File: src/rtl/spi_regs_pkg.sv
package spi_regs_pkg;

  localparam logic [7:0] OFF_VERSION  = 8'h00;
  localparam logic [7:0] OFF_HOLD     = 8'h40;
  localparam logic [7:0] OFF_ENABLE   = 8'h80;
  localparam logic [7:0] OFF_PENDING  = 8'h84;
  localparam logic [7:0] OFF_SOURCE   = 8'h88;
  localparam logic [7:0] OFF_SYNC     = 8'hC0;
  localparam logic [7:0] OFF_CMD_ROOM = 8'hD0;
  localparam logic [7:0] OFF_TX_ROOM  = 8'hD4;
  localparam logic [7:0] OFF_RX_LEVEL = 8'hD8;
  localparam logic [7:0] OFF_CMD_PUSH = 8'hE0;
  localparam logic [7:0] OFF_TX_PUSH  = 8'hE4;
  localparam logic [7:0] OFF_RX_POP   = 8'hE8;
  localparam logic [7:0] OFF_RX_PEEK  = 8'hEC;

  localparam int IRQ_W        = 4;
  localparam int IRQ_CMD_LOW  = 0;
  localparam int IRQ_TX_LOW   = 1;
  localparam int IRQ_RX_HIGH  = 2;
  localparam int IRQ_SYNC     = 3;

  typedef enum logic [3:0] {
    SEL_NONE,
    SEL_VERSION,
    SEL_HOLD,
    SEL_ENABLE,
    SEL_PENDING,
    SEL_SOURCE,
    SEL_SYNC,
    SEL_CMD_ROOM,
    SEL_TX_ROOM,
    SEL_RX_LEVEL,
    SEL_RX_HEAD
  } rdSel_e;

  typedef struct packed {
    logic   accept;
    logic   wrEnable;
    logic   wrPending;
    logic   wrHold;
    logic   popRx;
    rdSel_e rdSel;
  } ctrlStrobes_t;

endpackage

File: src/rtl/spi_regs_ctrl.sv
module spi_regs_ctrl
  import spi_regs_pkg::*;
#(
  parameter int ADDR_W = 8
) (
  input  logic              clk,
  input  logic              rstN,
  input  logic              reqValid,
  input  logic              reqWrite,
  input  logic [ADDR_W-1:0] reqAddr,
  input  logic              cmdPushReady,
  input  logic              txPushReady,
  input  logic              rxPopValid,
  output logic              reqAck,
  output logic              cmdPushValid,
  output logic              txPushValid,
  output logic              rxPopReady,
  output ctrlStrobes_t      strb
);

  logic ackQ;
  logic live;
  logic isWr;
  logic isRd;
  logic hitCmd;
  logic hitTx;
  logic accept;

  function automatic logic at(input logic [ADDR_W-1:0] a, input logic [7:0] off);
    return a == ADDR_W'(off);
  endfunction

  // A request is live until it has been acknowledged once
  assign live   = reqValid && !ackQ;
  assign isWr   = live && reqWrite;
  assign isRd   = live && !reqWrite;
  assign hitCmd = isWr && at(reqAddr, OFF_CMD_PUSH);
  assign hitTx  = isWr && at(reqAddr, OFF_TX_PUSH);

  // Push writes stall until the FIFO side is ready
  assign accept = live && !(hitCmd && !cmdPushReady) && !(hitTx && !txPushReady);

  rdSel_e rdSel;
  always_comb begin
    rdSel = SEL_NONE;
    if (accept && !reqWrite) begin
      if      (at(reqAddr, OFF_VERSION))  rdSel = SEL_VERSION;
      else if (at(reqAddr, OFF_HOLD))     rdSel = SEL_HOLD;
      else if (at(reqAddr, OFF_ENABLE))   rdSel = SEL_ENABLE;
      else if (at(reqAddr, OFF_PENDING))  rdSel = SEL_PENDING;
      else if (at(reqAddr, OFF_SOURCE))   rdSel = SEL_SOURCE;
      else if (at(reqAddr, OFF_SYNC))     rdSel = SEL_SYNC;
      else if (at(reqAddr, OFF_CMD_ROOM)) rdSel = SEL_CMD_ROOM;
      else if (at(reqAddr, OFF_TX_ROOM))  rdSel = SEL_TX_ROOM;
      else if (at(reqAddr, OFF_RX_LEVEL)) rdSel = SEL_RX_LEVEL;
      else if (at(reqAddr, OFF_RX_POP))   rdSel = SEL_RX_HEAD;
      else if (at(reqAddr, OFF_RX_PEEK))  rdSel = SEL_RX_HEAD;
      else                                rdSel = SEL_NONE;
    end
  end

  always_comb begin
    strb.accept    = accept;
    strb.wrEnable  = accept && isWr && at(reqAddr, OFF_ENABLE);
    strb.wrPending = accept && isWr && at(reqAddr, OFF_PENDING);
    strb.wrHold    = accept && isWr && at(reqAddr, OFF_HOLD);
    strb.popRx     = accept && isRd && at(reqAddr, OFF_RX_POP) && rxPopValid;
    strb.rdSel     = rdSel;
  end

  always_ff @(posedge clk) begin
    if (!rstN) ackQ <= 1'b0;
    else       ackQ <= accept;
  end

  assign reqAck       = ackQ;
  assign cmdPushValid = hitCmd;
  assign txPushValid  = hitTx;
  assign rxPopReady   = strb.popRx;

endmodule

File: src/rtl/spi_regs_dp.sv
module spi_regs_dp
  import spi_regs_pkg::*;
#(
  parameter int LEVEL_W      = 5,
  parameter int DATA_W       = 8,
  parameter int SYNC_W       = 8,
  parameter int CMD_DEPTH    = 16,
  parameter int TX_DEPTH     = 16,
  parameter int CMD_LOW_MARK = 2,
  parameter int TX_LOW_MARK  = 2,
  parameter int RX_HIGH_MARK = 12,
  parameter int VER_MAJOR    = 1,
  parameter int VER_MINOR    = 0,
  parameter int VER_PATCH    = 8'h61
) (
  input  logic               clk,
  input  logic               rstN,
  input  ctrlStrobes_t       strb,
  input  logic [31:0]        wdata,
  input  logic [LEVEL_W-1:0] cmdLevel,
  input  logic [LEVEL_W-1:0] txLevel,
  input  logic [LEVEL_W-1:0] rxLevel,
  input  logic               rxPopValid,
  input  logic [DATA_W-1:0]  rxPopData,
  input  logic               syncValid,
  input  logic [SYNC_W-1:0]  syncId,
  output logic [31:0]        rdata,
  output logic               engineHold,
  output logic               irq
);

  localparam logic [31:0] VERSION_WORD =
    {8'h00, 8'(VER_MAJOR), 8'(VER_MINOR), 8'(VER_PATCH)};

  logic [IRQ_W-1:0]  enableQ;
  logic [IRQ_W-1:0]  pendQ;
  logic [IRQ_W-1:0]  condV;
  logic [IRQ_W-1:0]  clearV;
  logic [IRQ_W-1:0]  masked;
  logic              holdQ;
  logic [SYNC_W-1:0] syncIdQ;
  logic [31:0]       rdataQ;
  logic [31:0]       rdMux;
  logic [31:0]       cmdRoom;
  logic [31:0]       txRoom;

  // Conditions sampled every cycle
  always_comb begin
    condV              = '0;
    condV[IRQ_CMD_LOW] = cmdLevel <= LEVEL_W'(CMD_LOW_MARK);
    condV[IRQ_TX_LOW]  = txLevel  <= LEVEL_W'(TX_LOW_MARK);
    condV[IRQ_RX_HIGH] = rxLevel  >= LEVEL_W'(RX_HIGH_MARK);
    condV[IRQ_SYNC]    = syncValid;
  end

  // Per-bit write-one-to-clear mask
  for (genvar b = 0; b < IRQ_W; b++) begin : g_clr
    assign clearV[b] = strb.wrPending & wdata[b];
  end

  assign masked  = pendQ & enableQ;
  assign cmdRoom = 32'(CMD_DEPTH) - 32'(cmdLevel);
  assign txRoom  = 32'(TX_DEPTH)  - 32'(txLevel);

  always_comb begin
    unique case (strb.rdSel)
      SEL_VERSION:  rdMux = VERSION_WORD;
      SEL_HOLD:     rdMux = 32'(holdQ);
      SEL_ENABLE:   rdMux = 32'(enableQ);
      SEL_PENDING:  rdMux = 32'(pendQ);
      SEL_SOURCE:   rdMux = 32'(masked);
      SEL_SYNC:     rdMux = 32'(syncIdQ);
      SEL_CMD_ROOM: rdMux = cmdRoom;
      SEL_TX_ROOM:  rdMux = txRoom;
      SEL_RX_LEVEL: rdMux = 32'(rxLevel);
      SEL_RX_HEAD:  rdMux = rxPopValid ? 32'(rxPopData) : 32'h0;
      default:      rdMux = 32'h0;
    endcase
  end

  always_ff @(posedge clk) begin
    if (!rstN) begin
      enableQ <= '0;
      pendQ   <= '0;
      holdQ   <= 1'b1;
      syncIdQ <= '0;
      rdataQ  <= '0;
    end else begin
      // A condition present in this cycle overrides a clear
      pendQ <= (pendQ & ~clearV) | condV;
      if (strb.wrEnable) enableQ <= wdata[IRQ_W-1:0];
      if (strb.wrHold)   holdQ   <= wdata[0];
      if (syncValid)     syncIdQ <= syncId;
      rdataQ <= strb.accept ? rdMux : 32'h0;
    end
  end

  logic unusedBits;
  assign unusedBits = ^wdata[31:IRQ_W];

  assign rdata      = rdataQ;
  assign engineHold = holdQ;
  assign irq        = |masked;

endmodule

File: src/rtl/spi_regs_top.sv
module spi_regs_top
  import spi_regs_pkg::*;
#(
  parameter int ADDR_W       = 8,
  parameter int LEVEL_W      = 5,
  parameter int CMD_W        = 16,
  parameter int DATA_W       = 8,
  parameter int SYNC_W       = 8,
  parameter int CMD_DEPTH    = 16,
  parameter int TX_DEPTH     = 16,
  parameter int CMD_LOW_MARK = 2,
  parameter int TX_LOW_MARK  = 2,
  parameter int RX_HIGH_MARK = 12,
  parameter int VER_MAJOR    = 1,
  parameter int VER_MINOR    = 0,
  parameter int VER_PATCH    = 8'h61
) (
  input  logic               clk,
  input  logic               rstN,
  input  logic               reqValid,
  input  logic               reqWrite,
  input  logic [ADDR_W-1:0]  reqAddr,
  input  logic [31:0]        reqWdata,
  output logic               reqAck,
  output logic [31:0]        rspRdata,
  output logic               engineHold,
  output logic               irq,
  output logic               cmdPushValid,
  input  logic               cmdPushReady,
  output logic [CMD_W-1:0]   cmdPushData,
  input  logic [LEVEL_W-1:0] cmdLevel,
  output logic               txPushValid,
  input  logic               txPushReady,
  output logic [DATA_W-1:0]  txPushData,
  input  logic [LEVEL_W-1:0] txLevel,
  input  logic               rxPopValid,
  output logic               rxPopReady,
  input  logic [DATA_W-1:0]  rxPopData,
  input  logic [LEVEL_W-1:0] rxLevel,
  input  logic               syncValid,
  input  logic [SYNC_W-1:0]  syncId
);

  ctrlStrobes_t strb;

  spi_regs_ctrl #(.ADDR_W(ADDR_W)) uCtrl (
    .clk          (clk),
    .rstN         (rstN),
    .reqValid     (reqValid),
    .reqWrite     (reqWrite),
    .reqAddr      (reqAddr),
    .cmdPushReady (cmdPushReady),
    .txPushReady  (txPushReady),
    .rxPopValid   (rxPopValid),
    .reqAck       (reqAck),
    .cmdPushValid (cmdPushValid),
    .txPushValid  (txPushValid),
    .rxPopReady   (rxPopReady),
    .strb         (strb)
  );

  spi_regs_dp #(
    .LEVEL_W      (LEVEL_W),
    .DATA_W       (DATA_W),
    .SYNC_W       (SYNC_W),
    .CMD_DEPTH    (CMD_DEPTH),
    .TX_DEPTH     (TX_DEPTH),
    .CMD_LOW_MARK (CMD_LOW_MARK),
    .TX_LOW_MARK  (TX_LOW_MARK),
    .RX_HIGH_MARK (RX_HIGH_MARK),
    .VER_MAJOR    (VER_MAJOR),
    .VER_MINOR    (VER_MINOR),
    .VER_PATCH    (VER_PATCH)
  ) uDp (
    .clk        (clk),
    .rstN       (rstN),
    .strb       (strb),
    .wdata      (reqWdata),
    .cmdLevel   (cmdLevel),
    .txLevel    (txLevel),
    .rxLevel    (rxLevel),
    .rxPopValid (rxPopValid),
    .rxPopData  (rxPopData),
    .syncValid  (syncValid),
    .syncId     (syncId),
    .rdata      (rspRdata),
    .engineHold (engineHold),
    .irq        (irq)
  );

  assign cmdPushData = reqWdata[CMD_W-1:0];
  assign txPushData  = reqWdata[DATA_W-1:0];

endmodule

File: config.mk
export PLATFORM = sky130hd
export DESIGN_NAME = spi_regs_top
export DESIGN_NICKNAME = d
export VERILOG_FILES = /design/src/rtl/spi_regs_pkg.sv /design/src/rtl/spi_regs_ctrl.sv /design/src/rtl/spi_regs_dp.sv /design/src/rtl/spi_regs_top.sv
export SDC_FILE = /design/constraint.sdc
export NUM_CORES = 1
export LEC_CHECK = 0
export BUFFER_PORTS_ARGS = -buffer_cell sky130_fd_sc_hd__buf_2
export CORE_MARGIN = 2
export CORE_UTILIZATION = 28
export CTS_CLUSTER_SIZE = 24
export DETAILED_ROUTE_END_ITERATION = 8
export GPL_TIMING_DRIVEN = 0
export SYNTH_ARGS = -nofsm -noshare
export SYNTH_HDL_FRONTEND = slang
export SYNTH_SLANG_ARGS = --single-unit
File: constraint.sdc
create_clock -name clk -period 3 [get_ports clk]
set_input_delay 0.15 -clock clk [delete_from_list [all_inputs] [get_ports clk]]
set_output_delay 0.15 -clock clk [all_outputs]
set_load 0.005 [all_outputs]
**After elaboration in Yosys (flattened, before gate mapping)**

Index checks and enable logic that the tools add are counted.
Widths: inputs -> output; s select.

- Add/sub/neg operators: 2
- Magnitude comparators: 3
- Equal/unequal tests: 22
- Mux-type cells: 14
- Bitwise operators: 8
- Reductions and logical operators: 26

Operator list:

| operator | count |
|---|---|
| $pmux 32 s10 | 1 |
| $eq 8x8->1 const B | 11 |
| $mux 4 | 12 |
| $logic_and 1x1->1 | 17 |
| $eq 4x3->1 const B | 4 |
| $eq 4x4->1 const B | 3 |
| $sub 5x5->6 const A | 2 |
| $le 5x2->1 const B | 2 |
| $and 4x4->4 | 2 |
| $eq 4x2->1 const B | 2 |
| $eq 8x7->1 const B | 1 |
| $logic_not 8->1 | 1 |
| $mux 8 | 1 |
| $logic_not 1->1 | 6 |
| $ge 5x4->1 const B | 1 |
| $and 1x1->1 | 4 |
| $eq 4x1->1 const B | 1 |
| $not 4->4 | 1 |
| $or 4x4->4 | 1 |
| $reduce_or 4->1 | 1 |
| $reduce_and 2->1 | 1 |

- Bits in registers: 50
- Bits of input ports: 79
- Output and inout bits: 62
- Logic and storage cells: 81

**Depth between registers and ports, before layout**

Gate-level depths: netlist of the first run.

- Depth in word-level cells: 15
- Gate-level depth with buffers: 8

**Cells and area by module**

A second synthesis of the first run with hierarchy kept.

- Cells, all modules: 276
- Area total of the unflattened synthesis: 2364.8 um^2

Modules (own cells, without submodules):

| module | times used | cells each | area an instance (um^2) |
|---|---|---|---|
| spi_regs_dp | 1 | 199 | 1766.7 |
| spi_regs_ctrl | 1 | 53 | 417.9 |
| spi_regs_top | 1 | 24 | 180.2 |

**Worst setup path before layout of the first run**

Ideal clock, no wire load.

- Path type: register to register
- Start: register uCtrl.ackQ, in the netlist uCtrl.reqAck
- End: register uDp.rdataQ[1], in the netlist uDp.rdata[1]
- Library setup time: 0.103 ns
- Arrival time: 1.659 ns
- Path slack: 1.237 ns
- Stages on the path, launching flop included: 7
- Buffers on the path: 1
- Cells stage by stage: dfxtp_1 and2b_2 nand3b_1 or3_1 buf_6 a41o_1 a2111oi_2

- Cells in the longest elaborated chain, start to end: 12
- Elaborated cells on any way between the ends: 25

RTL lines:

| item | RTL line | text |
|---|---|---|
| start: declaration | spi_regs_ctrl.sv:21 | `logic ackQ;` |
| start signal: assignment | spi_regs_ctrl.sv:73 | `else ackQ <= accept;` |
| $logic_not 1->1 * | spi_regs_ctrl.sv:34 | `assign live = reqValid && !ackQ;` |
| $logic_and 1x1->1 * | spi_regs_ctrl.sv:34 |  |
| $logic_and 1x1->1 | spi_regs_ctrl.sv:35 | `assign isWr = live && reqWrite;` |
| $logic_and 1x1->1 | spi_regs_ctrl.sv:37 | `assign hitCmd = isWr && at(reqAddr, OFF_CMD_PUSH);` |
| $logic_and 1x1->1 | spi_regs_ctrl.sv:41 | `assign accept = live && !(hitCmd && !cmdPushReady) && !(hitTx && !txPushReady);` |
| $logic_not 1->1 | spi_regs_ctrl.sv:41 |  |
| $logic_and 1x1->1 | spi_regs_ctrl.sv:41 |  |
| $logic_and 1x1->1 * | spi_regs_ctrl.sv:41 |  |
| $logic_and 1x1->1 | spi_regs_ctrl.sv:46 | `if (accept && !reqWrite) begin` |
| $mux 4 | spi_regs_ctrl.sv:46 |  |
| $eq 4x4->1, or another cell as far along | spi_regs_dp.sv:66 | `unique case (strb.rdSel)` |
| $pmux 32 s10 | spi_regs_dp.sv:66 |  |
| end signal: assignment | spi_regs_dp.sv:94 | `rdataQ <= strb.accept ? rdMux : 32'h0;` |
| end: declaration | spi_regs_dp.sv:42 | `logic [31:0] rdataQ;` |

Every way passes the cells marked *; elsewhere a longest branch is shown, timed or not.
A chain may end at the register's enable or synchronous reset.

**Final worst setup path of the first run**

Same ends and word-level chain as after synthesis.

==> impl_table.tex, run 1 <==
\begin{tabular}{lr}
\hline
Metric & Value \\
\hline
\multicolumn{2}{l}{\textbf{Logic synthesis}} \\
Synthesized flop and latch total & 28 \\
Most instantiated library cell after synthesis & sky130\_fd\_sc\_hd\_\_buf\_4 \\
Portion of the post-synthesis area used by sequential elements & 23.5\% \\
Most area-hungry cell type in the Yosys netlist & sky130\_fd\_sc\_hd\_\_dfxtp\_1 \\
Share of flip-flops with an asynchronous set or reset & 0\% \\
Most frequent cells after synthesis & sky130\_fd\_sc\_hd\_\_buf\_4, sky130\_fd\_sc\_hd\_\_nand2\_1, sky130\_fd\_sc\_hd\_\_dfxtp\_1 \\
Post-synthesis instance total & 293 \\
Number of enable-type register cells in the synthesized netlist & 0 \\
Top cells by area in the synthesized netlist & sky130\_fd\_sc\_hd\_\_dfxtp\_1, sky130\_fd\_sc\_hd\_\_buf\_4, sky130\_fd\_sc\_hd\_\_nand2\_1 \\
Share of the synthesized area in the top cell type & 23.5\% \\
Synth cell types & 67 \\
Synthesized area divided by synthesized cell count & 8.14 um2 \\
Post-Syn Area & 2380 um2 \\
Count of yosys warnings during synthesis & 0 \\
Net count after synthesis & 376 \\
Dominant register cell in the synthesized netlist & sky130\_fd\_sc\_hd\_\_dfxtp\_1 \\
\multicolumn{2}{l}{\textbf{Timing}} \\
Worst slew pin tran & 0.650 ns \\
Period utilization & 66.9\% \\
Clock period minus final worst setup slack & 2.01 ns \\
Total of endpoints with negative setup slack in the final report & 0 \\
Setup repair after global routing missed its margin & false \\
Skew final & 0.00420 ns \\
Final Slew Violations & 0 \\
Relative max-transition margin & 56.6\% \\
Upper clock frequency limit & 0.499 GHz \\
Fin. Hold Viols & 0 \\
Setup TNS & 0 ns \\
\multicolumn{2}{l}{\textbf{Clocking}} \\
CTS tree & built \\
CTS Root Cell & sky130\_fd\_sc\_hd\_\_clkbuf\_8 \\
Worst skew pair latency & 0.28 ns \\
Clock buffer count from CTS & 3 \\
Post-CTS Hold Fix Bufs & 0 \\
Clock transition time at the flip-flop clock pins of the worst setup and hold paths & 0.09 ns \\
Maximum clock insertion buffer count & 2 \\
Post-CTS setup buffer count & 0 \\
Sinks on the clock net & 28 \\
H-tree levels & 1 \\
Count of cells resized by post-cts repair & 0 \\
\multicolumn{2}{l}{\textbf{Setup path}} \\
RR Endpoint & uDp.rdata[1] \\
Worst path required time & 3.18 ns \\
Launching element type of the critical path & flip-flop \\
RR Startpoint & uCtrl.reqAck \\
Internal reg-to-reg setup slack & 0.99 ns \\
Worst EP arrival & 2.19 ns \\
Setup Crit Path Kind & reg -> reg \\
Crit end category & flip-flop \\
Worst reg2reg path depth & 6 \\
Max FO, Critical Path & 9 \\
\multicolumn{2}{l}{\textbf{Place}} \\
Half-perimeter wire length after placement & 5870 um \\
Placer Congestion & 0.910 \\
Input/output buffers & 110 \\
\multicolumn{2}{l}{\textbf{Routing}} \\
Final routed DRC violation total & 0 \\
Number of vias per cell & 4.80 \\
Drt initial violations & 147 \\
Number of detailed-routing iterations run before antenna repair & 4 \\
Average wire length per cell after detail routing & 14.1 um \\
Post-detailed-route count of antenna-violating nets & 0 \\
Routed WL & 7240 um \\
Vias & 2459 \\
\multicolumn{2}{l}{\textbf{Worst hold path}} \\
Number of instances on the worst hold path & 2 \\
Hold path startpoint & rstN \\
Path category of the worst min-delay check & in -> reg \\
Worst Hold End & uDp.engineHold \\
\multicolumn{2}{l}{\textbf{Global routing}} \\
Wire length of the first global-routing pass & 11000 um \\
Maximum number of pins on one net before global-route repair & 24 \\
Total global routing overflow & 0 \\
Global routing usage summed across all routing layers & 15.3\% \\
Initial antenna violation count & 0 \\
Number of global-route vias before repair & 2187 \\
\multicolumn{2}{l}{\textbf{Final layout}} \\
Net count of the finished layout & 491 \\
Share of layout cells above drive strength 1 & 46.9\% \\
Layout area overhead & 31.6\% \\
Ant diodes & 0 \\
Fill cell count & 848 \\
\multicolumn{2}{l}{\textbf{Pwr}} \\
Static power due to leakage & 0.00148 uW \\
Total power consumption of the routed design & 905 uW \\
Worst VDD drop & 0.146 mV \\
Areal power density over the cells & 288 nW/um2 \\
\multicolumn{2}{l}{\textbf{Floorplan}} \\
Vert. Die Dim & 96.3 um \\
Core Region & 8220 um2 \\
Floorplan row count & 33 \\
Die extent in x & 96.3 um \\
Top-Level Pins & 141 \\
Effective utilization at floorplan & 29.0\% \\
Die footprint & 9270 um2 \\
\multicolumn{2}{l}{\textbf{Outcome}} \\
Status & finished clean \\
\multicolumn{2}{l}{\textbf{Run}} \\
Max-Cap Viols & 0 \\
\hline
\end{tabular}
[metrics by stage]
step | util (%) | setup WS [ns] | hold WS, ns | cells | area [um2]
3_3_place_gp | 37.3 | 0.858 | 0.341 | 508 | 3070
3_5_place_dp | 37.3 | 0.877 | 0.352 | 508 | 3070
4_1_cts | 38.2 | 0.976 | 0.0557 | 512 | 3140
5_1_grt | 38.2 | 0.780 | 0.0680 | 512 | 3140
6_report | 38.2 | 0.994 | 0.0670 | 512 | 3140
2_1_floorplan | - | 1.24 | 0.212 | 293 | 2380
[cell families (layout without fill, tap and decap cells)]
group	count (synthesis)	after routing	synth area share, %
buf+inv	67	181	21.0
fa+ha+maj	4	4	2.10
flops	28	28	23.5
simple gates	108	108	25.1
mux	10	10	4.20
xor+xnor	8	8	3.25
compound gates	68	68	20.9
[layout make-up]
| class | count | area, um2 | area share (%) |
|---|---|---|---|
| Multi-Input combinational cell | 198 | 1320 | 42.2 |
| Sequential cell | 28 | 561 | 17.9 |
| Timing Repair Buffer | 110 | 551 | 17.5 |
| Buffer | 61 | 478 | 15.2 |
| Tap cell | 105 | 131 | 4.19 |
| Clock buffer | 3 | 41.3 | 1.32 |
| Clock inverter | 1 | 30.0 | 0.957 |
| Inverter | 6 | 22.5 | 0.718 |
[cells in the final DEF (no fill, tap or decap), types with 4 or more instances in the layout]
cell type                  instances
sky130_fd_sc_hd__mux2i_1          10
sky130_fd_sc_hd__a21oi_1          15
sky130_fd_sc_hd__buf_4            47
sky130_fd_sc_hd__inv_1             5
sky130_fd_sc_hd__nor2_1           22
sky130_fd_sc_hd__a22oi_1           7
sky130_fd_sc_hd__o21ai_0           8
sky130_fd_sc_hd__nor3_1            9
sky130_fd_sc_hd__a31oi_1           4
sky130_fd_sc_hd__nor4_1            5
sky130_fd_sc_hd__dfxtp_1          28
sky130_fd_sc_hd__ha_1              4
sky130_fd_sc_hd__a32oi_1           5
sky130_fd_sc_hd__buf_2           112
sky130_fd_sc_hd__buf_6             8
sky130_fd_sc_hd__nand2_1          32
sky130_fd_sc_hd__nand3_1          11
sky130_fd_sc_hd__clkbuf_8          4
sky130_fd_sc_hd__xnor2_1           5
[per-layer routing]
| metal | part of all wire, % | GRT usage, % |
|---|---|---|
| met5 | 0 | 0 |
| met4 | 2.3 | 4.58 |
| met3 | 6.8 | 2.19 |
| met2 | 46 | 25.5 |
| met1 | 45 | 20.4 |
[worst max path at each step]
stage                       startpoint           end  slack (ns)  cells after the start
final                     uCtrl.reqAck  uDp.rdata[1]        0.99                      6
after global routing      uCtrl.reqAck  uDp.rdata[2]        0.78                      7
after CTS                 uCtrl.reqAck  uDp.rdata[1]        0.98                      6
after detailed placement    reqAddr[1]  uDp.rdata[1]        0.88                      7
after global placement      reqAddr[1]  uDp.rdata[1]        0.86                      7
after floorplan           uCtrl.reqAck  uDp.rdata[1]        1.24                      6
[sequential cells by signal, summed over array words and instances, names as in the netlist]
signal / count
uDp.rdata: 10
uDp.engineHold: 1
uDp.enableQ: 4
uDp.pendQ: 4
uCtrl.reqAck: 1
uDp.syncIdQ: 8
[critical path, cell delays in order, from the launching register on]
cell and delay (ns):
sky130_fd_sc_hd__dfxtp_1 0.31, sky130_fd_sc_hd__and2b_2 0.26, sky130_fd_sc_hd__nand3b_1 0.25, sky130_fd_sc_hd__or3_1 0.44
sky130_fd_sc_hd__buf_6 0.15, sky130_fd_sc_hd__a41o_1 0.21, sky130_fd_sc_hd__a2111oi_2 0.28
[where the power goes]
group	total, uW	internal (uW)	switching, uW
Clock	298	179	119
Sequential	389	382	7.43
Combinational	218	106	112
Total	905	666	239
Note: power is estimated with default switching activity, not from simulation.
==> run 2: changes to the inputs <==
- ABC_AREA: not set -> 1
- clock period: 3 -> 1.9 ns (I/O delays scaled with it)
==> impl_table.tex, run 2 <==
\begin{tabular}{lr}
\hline
Metric & Value \\
\hline
\multicolumn{2}{l}{\textbf{Global routing}} \\
Number of global-route vias before repair & 2442 (was 2187) \\
Maximum number of pins on one net before global-route repair & 24 (unchanged) \\
Met3 track demand over resource in global routing & 3.32\% (was 2.19\%) \\
Total global routing overflow & 0 (unchanged) \\
Global routing usage summed across all routing layers & 14.0\% (was 15.3\%) \\
Wire length of the first global-routing pass & 11100 um (was 11000 um) \\
Most used routing layer & met2 (unchanged) \\
Initial antenna violation count & 0 (unchanged) \\
M2 GR Usage & 24.9\% (was 25.5\%) \\
Met1 global-route usage & 17.1\% (was 20.4\%) \\
\multicolumn{2}{l}{\textbf{Floorplan}} \\
Die footprint & 9410 um2 (was 9270 um2) \\
Die extent in x & 97.0 um (was 96.3 um) \\
Vert. Die Dim & 97.0 um (was 96.3 um) \\
Effective utilization at floorplan & 29.2\% (was 29.0\%) \\
Core Region & 8300 um2 (was 8220 um2) \\
Top-Level Pins & 141 (unchanged) \\
Floorplan row count & 33 (unchanged) \\
\multicolumn{2}{l}{\textbf{Setup path}} \\
Launching element type of the critical path & flip-flop (unchanged) \\
Worst reg2reg path depth & 11 (was 6) \\
Worst EP arrival & 1.89 ns (was 2.19 ns) \\
Max FO, Critical Path & 10 (was 9) \\
Cell chain of the critical path & nor2\_2 > nand2\_4 > inv\_2 > nand2\_2 > inv\_2 > nand3\_1 > o21ai\_0 > nand2\_1 > nand2\_1 > nor2\_1 > nor2\_1 (was and2b\_2 > nand3b\_1 > or3\_1 > buf\_6 > a41o\_1 > a2111oi\_2) \\
Crit end category & flip-flop (unchanged) \\
Worst path required time & 2.12 ns (was 3.18 ns) \\
Setup Crit Path Kind & reg -> reg (unchanged) \\
Highest-delay cell along the critical path & sky130\_fd\_sc\_hd\_\_dfxtp\_1 (was sky130\_fd\_sc\_hd\_\_or3\_1) \\
Largest stage delay, worst path & 0.33 ns (was 0.44 ns) \\
\multicolumn{2}{l}{\textbf{Logic synthesis}} \\
Area fraction in compound gates after synthesis & 8.78\% (was 20.9\%) \\
Number of enable-type register cells in the synthesized netlist & 0 (unchanged) \\
Combinational family with the most area after synthesis & simple AND/OR/NAND/NOR gates (unchanged) \\
Share of flip-flops with an asynchronous set or reset & 0\% (unchanged) \\
XOR/XNOR Fraction of Synth Area & 1.45\% (was 3.25\%) \\
Net count after synthesis & 470 (was 376) \\
Share of the synthesized area in the top cell type & 23.1\% (was 23.5\%) \\
Post-synthesis simple-gate area fraction & 42.6\% (was 25.1\%) \\
Dominant register cell in the synthesized netlist & sky130\_fd\_sc\_hd\_\_dfxtp\_1 (unchanged) \\
Post-synthesis instance total & 387 (was 293) \\
Proportion of synthesized area in mux cells & 0\% (was 4.20\%) \\
Adder-cell share of the synthesized area & 2.07\% (was 2.10\%) \\
Most area-hungry cell type in the Yosys netlist & sky130\_fd\_sc\_hd\_\_dfxtp\_1 (unchanged) \\
Top cells by area in the synthesized netlist & sky130\_fd\_sc\_hd\_\_dfxtp\_1, sky130\_fd\_sc\_hd\_\_buf\_4, sky130\_fd\_sc\_hd\_\_nand2\_1 (unchanged) \\
Synthesized flop and latch total & 28 (unchanged) \\
Portion of the post-synthesis area used by sequential elements & 23.1\% (was 23.5\%) \\
Count of yosys warnings during synthesis & 0 (unchanged) \\
Post-Syn Area & 2420 um2 (was 2380 um2) \\
Synthesized area divided by synthesized cell count & 6.26 um2 (was 8.14 um2) \\
Most frequent cells after synthesis & sky130\_fd\_sc\_hd\_\_nand2\_1, sky130\_fd\_sc\_hd\_\_nor2\_1, sky130\_fd\_sc\_hd\_\_buf\_4 (was sky130\_fd\_sc\_hd\_\_buf\_4, sky130\_fd\_sc\_hd\_\_nand2\_1, sky130\_fd\_sc\_hd\_\_dfxtp\_1) \\
Synth cell types & 33 (was 67) \\
Most instantiated library cell after synthesis & sky130\_fd\_sc\_hd\_\_nand2\_1 (was sky130\_fd\_sc\_hd\_\_buf\_4) \\
\multicolumn{2}{l}{\textbf{Routing}} \\
Post-detailed-route count of antenna-violating nets & 0 (unchanged) \\
Average wire length per cell after detail routing & 11.1 um (was 14.1 um) \\
Number of detailed-routing iterations run before antenna repair & 4 (unchanged) \\
Number of vias per cell & 4.41 (was 4.80) \\
Final routed DRC violation total & 0 (unchanged) \\
Drt initial violations & 89 (was 147) \\
Routed WL & 6720 um (was 7240 um) \\
Vias & 2676 (was 2459) \\
\multicolumn{2}{l}{\textbf{Timing}} \\
Clock period minus final worst setup slack & 1.67 ns (was 2.01 ns) \\
Setup repair after global routing missed its margin & false (unchanged) \\
Worst slew pin tran & 0.658 ns (was 0.650 ns) \\
Upper clock frequency limit & 0.599 GHz (was 0.499 GHz) \\
Relative max-transition margin & 56.1\% (was 56.6\%) \\
Final Slew Violations & 0 (unchanged) \\
Setup TNS & 0 ns (unchanged) \\
Skew final & 0.00576 ns (was 0.00420 ns) \\
Period utilization & 87.9\% (was 66.9\%) \\
Fin. Hold Viols & 0 (unchanged) \\
Total of endpoints with negative setup slack in the final report & 0 (unchanged) \\
\multicolumn{2}{l}{\textbf{Clocking}} \\
Clock buffer count from CTS & 3 (unchanged) \\
Post-CTS setup buffer count & 0 (unchanged) \\
H-tree levels & 1 (unchanged) \\
Sinks on the clock net & 28 (unchanged) \\
CTS Root Cell & sky130\_fd\_sc\_hd\_\_clkbuf\_8 (unchanged) \\
Worst skew pair latency & 0.27 ns (was 0.28 ns) \\
Clock transition time at the flip-flop clock pins of the worst setup and hold paths & 0.09 ns (about the same) \\
Post-CTS Hold Fix Bufs & 0 (unchanged) \\
Maximum clock insertion buffer count & 2 (unchanged) \\
CTS tree & built (unchanged) \\
\multicolumn{2}{l}{\textbf{Outcome}} \\
Status & finished clean (unchanged) \\
\multicolumn{2}{l}{\textbf{Place}} \\
Input/output buffers & 112 (was 110) \\
Placer Congestion & 0.912 (was 0.910) \\
Half-perimeter wire length after placement & 5900 um (was 5870 um) \\
\multicolumn{2}{l}{\textbf{Final layout}} \\
Multi-input gate area in the final layout & 1360 um2 (was 1320 um2) \\
Leading cell type in the layout, fill and taps excluded & sky130\_fd\_sc\_hd\_\_buf\_2 (unchanged) \\
Layout area overhead & 31.4\% (was 31.6\%) \\
Ant diodes & 0 (unchanged) \\
FF+latch area & 561 um2 (unchanged) \\
Most frequent cells in the layout & sky130\_fd\_sc\_hd\_\_buf\_2, sky130\_fd\_sc\_hd\_\_nand2\_1, sky130\_fd\_sc\_hd\_\_nor2\_1 (was sky130\_fd\_sc\_hd\_\_buf\_2, sky130\_fd\_sc\_hd\_\_buf\_4, sky130\_fd\_sc\_hd\_\_nand2\_1) \\
Net count of the finished layout & 587 (was 491) \\
Fill cell count & 946 (was 848) \\
Max FFs per register & 10 (unchanged) \\
Share of layout cells above drive strength 1 & 41.2\% (was 46.9\%) \\
\multicolumn{2}{l}{\textbf{Pwr}} \\
Seq pwr share & 51.3\% (was 43.0\%) \\
Share of power burned in combinational logic & 22.4\% (was 24.0\%) \\
Worst VDD drop & 0.224 mV (was 0.146 mV) \\
Clk network pwr share & 26.3\% (was 33.0\%) \\
Static power due to leakage & 0.00181 uW (was 0.00148 uW) \\
Areal power density over the cells & 376 nW/um2 (was 288 nW/um2) \\
Total power consumption of the routed design & 1200 uW (was 905 uW) \\
Internal cell power & 872 uW (was 666 uW) \\
Switching power share of the total & 27.2\% (was 26.4\%) \\
Sw power & 326 uW (was 239 uW) \\
\multicolumn{2}{l}{\textbf{Worst hold path}} \\
Path category of the worst min-delay check & in -> reg (unchanged) \\
Number of instances on the worst hold path & 3 (was 2) \\
\multicolumn{2}{l}{\textbf{Run}} \\
Max-Cap Viols & 0 (unchanged) \\
\hline
\end{tabular}
==> run 2: changes by cell type in the layout (fill, tap and decap cells not counted), sizes merged, moves of 10 or more <==
cell / change
nand3: +18
inv: +43
nor2: +54
mux2i: -10
nand2: +65
buf: -10
==> run 2: path summary, 6_finish.rpt <==
kind | start | endpoint | slack, ns
worst min register to register | uDp.syncIdQ[1] | uDp.syncIdQ[1] | 0.46
worst max register to register | uCtrl.reqAck | uDp.rdata[3] | 0.23
worst min-delay path | syncId[5] | uDp.syncIdQ[5] | 0.04
worst max-delay path | uCtrl.reqAck | uDp.rdata[3] | 0.23
==> run 2: stage by stage <==
stage,worst slack [ns],util [%],instances,cell area (um2),hold WS (ns)
3_5_place_dp,0.109,37.5,604,3110,0.329
2_1_floorplan,0.390,-,387,2420,0.230
5_1_grt,0.0107,38.4,607,3180,0.0362
6_report,0.229,38.4,607,3180,0.0433
3_3_place_gp,0.132,37.5,604,3110,0.322
4_1_cts,0.0953,38.0,607,3160,0.0429
==> run 2: cell type report <==
| type | count | share of cell area, % |
|---|---|---|
| repair buffers | 112 | 17.6 |
| plain buffers | 48 | 11.1 |
| inverters | 48 | 5.66 |
| clock buffers | 3 | 1.30 |
| well taps | 105 | 4.13 |
| flip-flops and latches | 28 | 17.6 |
| multi-input cells | 263 | 42.6 |
==> run 2: cell families (layout without fill, tap and decap cells) <==
group                      count (synthesis)  in the layout
AOI/OAI and AO/OA                         35             35
xor gates and xnor gates                   4              4
adders and majority gates                  4              4
buffers and inverters                     96            211
DFF                                       28             28
and+or+nand+nor                          220            220
==> run 2: layer usage <==
layer | up-vias | share of wire [%]
li1 | 1406 | -
met1 | 1153 | 43
met2 | 105 | 48
met3 | 12 | 7.4
met4 | 0 | 1.9
met5 | - | 0
==> run 2: power by group through the flow <==
stage          logic (uW)  clock network (uW)  registers (uW)
3_5_place_dp          267                   0             629
5_1_grt               300                 357             617
2_1_floorplan         144                   0             625
4_1_cts               268                 325             615
6_report              268                 315             614
3_3_place_gp          261                   0             628
==> run 2: what timing repair did <==
item | 4_1_cts | 5_1_grt
hold endpoints to repair | 0 | 0
setup endpoints to repair | 0 | 9
resized for setup | 0 | 7
==> run 2: worst max-delay path: cells and delay by family, from the launching register on <==
family	cells	cell delay (ns)
compound gates	1	0.09
buf+inv	2	0.33
flops	1	0.33
simple gates	8	0.86
